### config.mk
export PLATFORM = sky130hd
export DESIGN_NAME = cmp_edge_req
export DESIGN_NICKNAME = d
export VERILOG_FILES = /design/src/rtl/cmp_edge_req.sv
export SDC_FILE = /design/constraint.sdc
export NUM_CORES = 1
export LEC_CHECK = 0
export ABC_AREA = 1
export CORE_AREA = 2 2 39 41
export CTS_CLUSTER_DIAMETER = 80
export DETAILED_ROUTE_END_ITERATION = 10
export DIE_AREA = 0 0 41 43
export DONT_BUFFER_PORTS = 1
export GPL_TIMING_DRIVEN = 0
export RECOVER_POWER = 100
export SETUP_SLACK_MARGIN = 0.5
export SYNTH_ARGS = -nofsm -noshare
export SYNTH_HDL_FRONTEND = slang
export SYNTH_SLANG_ARGS = --single-unit
### constraint.sdc
create_clock -name clk -period 1.99 [get_ports clk]
set_input_delay 0.0995 -clock clk [delete_from_list [all_inputs] [get_ports clk]]
set_output_delay 0.0995 -clock clk [all_outputs]
set_load 0.03 [all_outputs]
### src/rtl/cmp_edge_req.sv
module cmp_edge_req #(
  parameter bit PREV_INIT = 1'b0
) (
  input  logic clk,
  input  logic rst_n,
  input  logic cmp_out,
  input  logic up_en,
  input  logic dn_en,
  input  logic dma_mode,
  input  logic up_clr,
  input  logic dn_clr,
  input  logic dma_done,
  output logic irq,
  output logic dma_req,
  output logic up_flag,
  output logic dn_flag
);

  logic prev_q;
  logic rise, fall, ack, pend;

  assign rise = cmp_out & ~prev_q;
  assign fall = ~cmp_out & prev_q;
  assign ack  = dma_mode & dma_done;
  assign pend = (up_flag & up_en) | (dn_flag & dn_en);

  assign irq     = pend & ~dma_mode;
  assign dma_req = pend & dma_mode;

  always_ff @(posedge clk or negedge rst_n) begin
    if (!rst_n) begin
      prev_q  <= PREV_INIT;
      up_flag <= 1'b0;
      dn_flag <= 1'b0;
    end else begin
      prev_q <= cmp_out;
      if (rise)                          up_flag <= 1'b1;
      else if (up_clr || (ack && up_en)) up_flag <= 1'b0;
      if (fall)                          dn_flag <= 1'b1;
      else if (dn_clr || (ack && dn_en)) dn_flag <= 1'b0;
    end
  end

  // a transition raises its flag
  a_r2_up_set: assert property (@(posedge clk) disable iff (!rst_n)
    (cmp_out && !prev_q) |=> up_flag);
  a_r2_dn_set: assert property (@(posedge clk) disable iff (!rst_n)
    (!cmp_out && prev_q) |=> dn_flag);

  // flag holds when nothing acts on it
  a_r3_up_hold: assert property (@(posedge clk) disable iff (!rst_n)
    (!(cmp_out && !prev_q) && !up_clr && !(dma_mode && dma_done)) |=> $stable(up_flag));

  // clear without a competing edge
  a_r5_dn_clr: assert property (@(posedge clk) disable iff (!rst_n)
    (dn_clr && !(!cmp_out && prev_q)) |=> !dn_flag);

  // the two request lines are never high together; the CPU line is quiet in DMA mode
  a_r7_excl: assert property (@(posedge clk) disable iff (!rst_n) !(irq && dma_req));
  a_r7_quiet: assert property (@(posedge clk) disable iff (!rst_n) dma_mode |-> !irq);

  // completion clears the enabled flags
  a_r8_done_up: assert property (@(posedge clk) disable iff (!rst_n)
    (dma_mode && dma_done && up_en && !(cmp_out && !prev_q)) |=> !up_flag);

  // completion outside DMA mode has no effect
  a_r9_done_idle: assert property (@(posedge clk) disable iff (!rst_n)
    (!dma_mode && dma_done && !dn_clr && !(!cmp_out && prev_q)) |=> $stable(dn_flag));

endmodule

==> results.ini, run 1 <==
[cells_and_area]
drive_above_1_share_pct = 11.5
num_antenna_cells = 0
fin_nets = 36
final_cell_mix = nand2_1 (7), inv_1 (3), clkbuf_4 (3), dfrtp_1 (3)
area.growth.synth_to_final_pct = 44.5
post-route-util_pct = 15.6
final_common_cell = nand2_1

[synth]
synth_compound_area_share_pct = 8.40
synth_simple_gate_area_share_pct = 33.6
synth-xor-area-share_pct = 0
yosysWarnings = 0
muxShareOfSynthArea_pct = 0
synthCells = 20
synth_fa_ha_area_share_pct = 0
synth_top_cells_by_area = dfrtp_1 (50%), nand2_1 (18%), inv_1 (7.6%)
ys_seq_area_share_pct = 50.4
syn_avg_cell_area_um2 = 7.44
synth_cell_types = 8
synth-seq-cells = 3
netlist_area_um2 = 149
synth_fp_nets = 29
synth_top_area_share_pct = 50.4
yosys.area.top_type = dfrtp_1
synth_top_family_by_area = simple AND/OR/NAND/NOR gates

[floorplanning]
die_area_mm2 = 0.00176
rows = 14
ios = 13
die_width_um = 41
design.core.area_mm2 = 0.00138
die_h_um = 43
initial_core_util_pct = 10.8

[placement]
hpwlAfterDp_um = 275
place_congestion = 0.530
io_buffers = 0

[route]
route.detailed.drc = 0
drtIter0Drc = 2
drtAntennaViolNets = 0
num_vias = 146
viasPerCell = 3.48
wl_um = 333
wl_per_cell_um = 7.93
dr.pass1.iters = 2

[cts]
clockRootBuffer = clkbuf_4
htree_num_levels = 1
numCtsBuffers = 3
clockBufferDepth = 2
clkSinkCount = 3
clock_latency_ns = 0.23
cts_tree = yes
post-cts-setup-buffers = 0
clk_pin_slew_worst_paths_ns = 0.04

[setup_path]
cp_top_family = compound AO/OA/AOI/OAI gates
critPathLaunchType = flip-flop
cp_num_buf_inv = 0
worst-setup-path-type = reg2out
cp.required_ns = 1.89
cp-end-kind = primary output
critical-path-slowest-cell = a21oi_1
cp.arrival_ns = 1.42
cp_max_fo = 3
critPathMaxStageDelay_ns = 0.55
crit_chain = nand2_1 > a21oi_1

[status]
status = finished, final reports clean

[timing]
clock_skew_ns = 0.00292
slew_violations = 0
rsz0062_at_grt = false
relSlewSlack_pct = 56.9
tightest_slew_ns = 0.648
tns_ns = 0
setup_viol = 0
fin_crit_ns = 1.52
max_freq_ghz = 0.659
finalCritPeriodShare_pct = 76.2
whs_ns = 0.0170
finalHoldViolations = 0

[job]
cap_violations = 0

[power]
ir_drop_mv = 0.177
power_density_mw_per_mm2 = 958
power_leakage_nw = 0.103

[grt]
grt_max_degree = 5
overflow = 0
antenna_found_initial = 0
grt_pass1_wl_um = 414
track_usage_pct = 4.42
grt_pass1_vias = 107

[worst_hold_path]
holdCritPathClass = in2reg

## worst paths after layout
path	start	end	slack (ns)	depth (start not counted)
setup / recovery	dn_flag	irq	0.47	2
hold / removal	up_clr	up_flag	0.02	3
setup reg to reg	up_flag	up_flag	1.14	4
hold reg to reg	prev_q	up_flag	0.48	3
max in group asynchronous	rst_n	dn_flag	1.72	1
min in group asynchronous	rst_n	prev_q	0.12	1
## worst register-to-register path: stages (launching register included)
cell and delay, ns:
dfrtp_1 0.53, inv_1 0.07, nor2_1 0.09, nand2_1 0.05, nand2_1 0.04
## Yosys cell counts
cell,n
a21boi_0,1
a21oi_1,1
dfrtp_1,3
inv_1,3
nand2_1,7
nand3_1,2
nor2_1,2
or2_0,1
## flip-flops by register name, indices dropped and copies added (netlist names)
| name | cells |
|---|---|
| up_flag | 1 |
| prev_q | 1 |
| dn_flag | 1 |
## power by group
group / switching [mW] / internal, mW / total, mW
Clock: 0.0325 / 0.0752 / 0.108
Combinational: 0.0135 / 0.00802 / 0.0215
Sequential: 0.0110 / 0.0659 / 0.0770
Total: 0.0570 / 0.149 / 0.206
## through the flow
stage | setup WS, ns | total power, mW | instances | instance area, um2
2_1_floorplan | 0.544 | 0.0930 | 20 | 149
3_3_place_gp | 0.498 | 0.0951 | 36 | 169
3_5_place_dp | 0.494 | 0.0953 | 36 | 169
4_1_cts | 0.452 | 0.212 | 42 | 215
5_1_grt | 0.351 | 0.226 | 42 | 215
6_report | 0.473 | 0.206 | 42 | 215
## cell families (layout without fill, tap and decap cells)
family                 Yosys count  count (layout)
AO/OA/AOI/OAI                    2               2
buffers and inverters            3               9
flip-flops                       3               3
AND/OR/NAND/NOR                 12              12
## repair_timing
action | in CTS | in global routing
hold endpoints to repair | 5 | 0
setup endpoints to repair | 2 | 2
gates resized for setup | 1 | 2
hold buffers | 2 | 0
## metal layers
metal	vias up	part of all wire, %	global-route usage, %
met2	10	43	4.69
li1	72	-	-
met1	64	36	3.55
met5	-	0	0
met4	0	0	4.00
met3	0	20	6.28
## area by class of cell
cell class              instances  area (um2)
clock buffers                   4        26.3
fillers                       166        1170
well taps                      16        20.0
repair buffers                  2        20.0
flip-flops and latches          3        75.1
multi-input cells              14        62.6
inverters                       3        11.3
Note: power is estimated with default switching activity, not from simulation.
==> inputs of run 2 (changes only) <==
Settings changed: ABC_AREA 1 to 0.
Clock period 1.99 ns to 1.55 ns, I/O delays scaled along.
==> results.ini, run 2 <==
[timing]
setup_viol = 0
finalHoldViolations = 0
relSlewSlack_pct = 75.7
rsz0062_at_grt = true
finalCritPeriodShare_pct = 83.7
fin_crit_ns = 1.30
tightest_slew_ns = 0.365
max_freq_ghz = 0.771
clock_skew_ns = 0.00151
tns_ns = 0
slew_violations = 0

[route]
drtAntennaViolNets = 0
num_vias = 131
viasPerCell = 3.64
wl_um = 374
wl_per_cell_um = 10.4
drtIter0Drc = 0
route.detailed.drc = 0
dr.pass1.iters = 1

[power]
p_seq_share_pct = 37.2
ir_drop_mv = 0.321
p_sw_share_pct = 27.0
power_mw = 0.270
internal_power_mw = 0.197
switching_power_mw = 0.0730
clockPowerShare_pct = 49.7
p_comb_share_pct = 13.1
power_density_mw_per_mm2 = 1170
power_leakage_nw = 0.100

[grt]
track_usage_pct = 5.13
antenna_found_initial = 0
grt_max_degree = 5
overflow = 0
grt_pass1_vias = 138
grt_pass1_wl_um = 545

[synth]
synth-seq-cells = 3
syn_avg_cell_area_um2 = 10.9
synth_top_cells_by_area = dfrtp_1 (53%), o32ai_2 (12%), inv_1 (8.0%)
netlist_area_um2 = 141
synth_top_area_share_pct = 53.1
ys_seq_area_share_pct = 53.1
synth_edf_count = 0
synth_fp_nets = 22
synth_cell_types = 9
synthCells = 13
yosysWarnings = 0
async_reset_ff_share_pct = 100
synth_common_cells = dfrtp_1 (3), inv_1 (3)
yosys_most_used_dff = dfrtp_1
yosys.area.top_type = dfrtp_1

[placement]
place_congestion = 0.616
io_buffers = 0
hpwlAfterDp_um = 317

[status]
status = finished, final reports clean

[cts]
cts_tree = yes
post-cts-setup-buffers = 0
clk_pin_slew_worst_paths_ns = 0.03
clock_latency_ns = 0.23
clkSinkCount = 3
clockBufferDepth = 2
clockRootBuffer = clkbuf_4
numCtsBuffers = 3
htree_num_levels = 1

[setup_path]
critPathLaunchType = flip-flop
worst-setup-path-type = reg2out
cp_max_fo = 3
cp.required_ns = 1.47
cp.arrival_ns = 1.22
cp-end-kind = primary output

[floorplanning]
design.core.area_mm2 = 0.00138
initial_core_util_pct = 10.2
rows = 14
ios = 13
die_width_um = 41
die_h_um = 43
die_area_mm2 = 0.00176

[cells_and_area]
post-route-util_pct = 16.6
fin_nets = 30
area.growth.synth_to_final_pct = 62.8
drive_above_1_share_pct = 30.0
top_regs = dn_flag: 1 flops, prev_q: 1 flops, up_flag: 1 flops
num_antenna_cells = 0
final_cell_mix = inv_1 (3), clkbuf_4 (3), dfrtp_1 (3), dlygate4sd3_1 (3)

[job]
cap_violations = 0

[worst_hold_path]
holdCritPathClass = in2reg

run 2: cell count changes after synthesis, sizes merged:
cell / change
or2: -1
nor2: -1
a21boi: -1
and3: +1
o32ai: +1
a22oi: +1
nand2: -7
a32o: +1
nor2b: +1
nand3: -1
a21oi: -1
run 2: path summary, 6_finish.rpt:
kind,startpoint,to,slack [ns],cells after the start
min in group asynchronous,rst_n,prev_q,0.10,1
setup reg to reg,up_flag,up_flag,0.53,2
hold / removal,cmp_out,up_flag,0.04,2
setup / recovery,dn_flag,dma_req,0.25,2
max in group asynchronous,rst_n,up_flag,1.31,1
hold reg to reg,prev_q,up_flag,0.46,1
run 2: logic make-up (layout without fill, tap and decap cells):
kind of cell	Yosys count	in the layout	share of synthesized area, %
and+or+nand+nor	4	4	15.0
AOI/OAI and AO/OA	3	3	23.9
DFF	3	3	53.1
buffers and inverters	3	10	7.96
run 2: final cells by class:
| class | count | area [um2] |
|---|---|---|
| Clock buffer | 4 | 26.3 |
| Fill cell | 155 | 1150 |
| Inverter | 3 | 11.3 |
| Multi-Input combinational cell | 7 | 67.6 |
| Sequential cell | 3 | 75.1 |
| Tap cell | 16 | 20.0 |
| Timing Repair Buffer | 3 | 30.0 |
run 2: power by group through the flow:
stage	Clock, mW	Sequential (mW)	Combinational, mW
final	0.134	0.101	0.0354
after detailed placement	0	0.102	0.0259
after floorplan	0	0.100	0.0229
after CTS	0.144	0.102	0.0385
after global placement	0	0.102	0.0248
after global routing	0.146	0.101	0.0383
run 2: per-layer routing:
layer / wire length, um / track usage (%) / part of all wire (%)
met4: 0 / 6.00 / 0
met3: 39 / 3.66 / 10
met1: 129 / 3.87 / 34
met5: 0 / 0 / 0
met2: 205 / 7.19 / 55
run 2: repair_timing:
action,CTS,global route
hold endpoints to repair,5,0
endpoints found under the setup margin,2,2
pin swaps,1,0
hold buffers,3,0
gates resized for setup,3,0
run 2: through the flow:
stage | std cells | cell area (um2) | hold WS, ns | setup slack (ns)
after global routing | 36 | 230 | 0.0617 | 0.210
after detailed placement | 29 | 169 | -0.218 | 0.521
final | 36 | 230 | 0.0425 | 0.253
after global placement | 29 | 169 | -0.218 | 0.524
after floorplan | 13 | 149 | -0.218 | 0.571
after CTS | 36 | 240 | 0.0408 | 0.314
run 2: critical path, stage by stage, from the launching register on:
cell and delay [ns]:
dfrtp_1 0.54, a22oi_2 0.20, nor2b_4 0.25
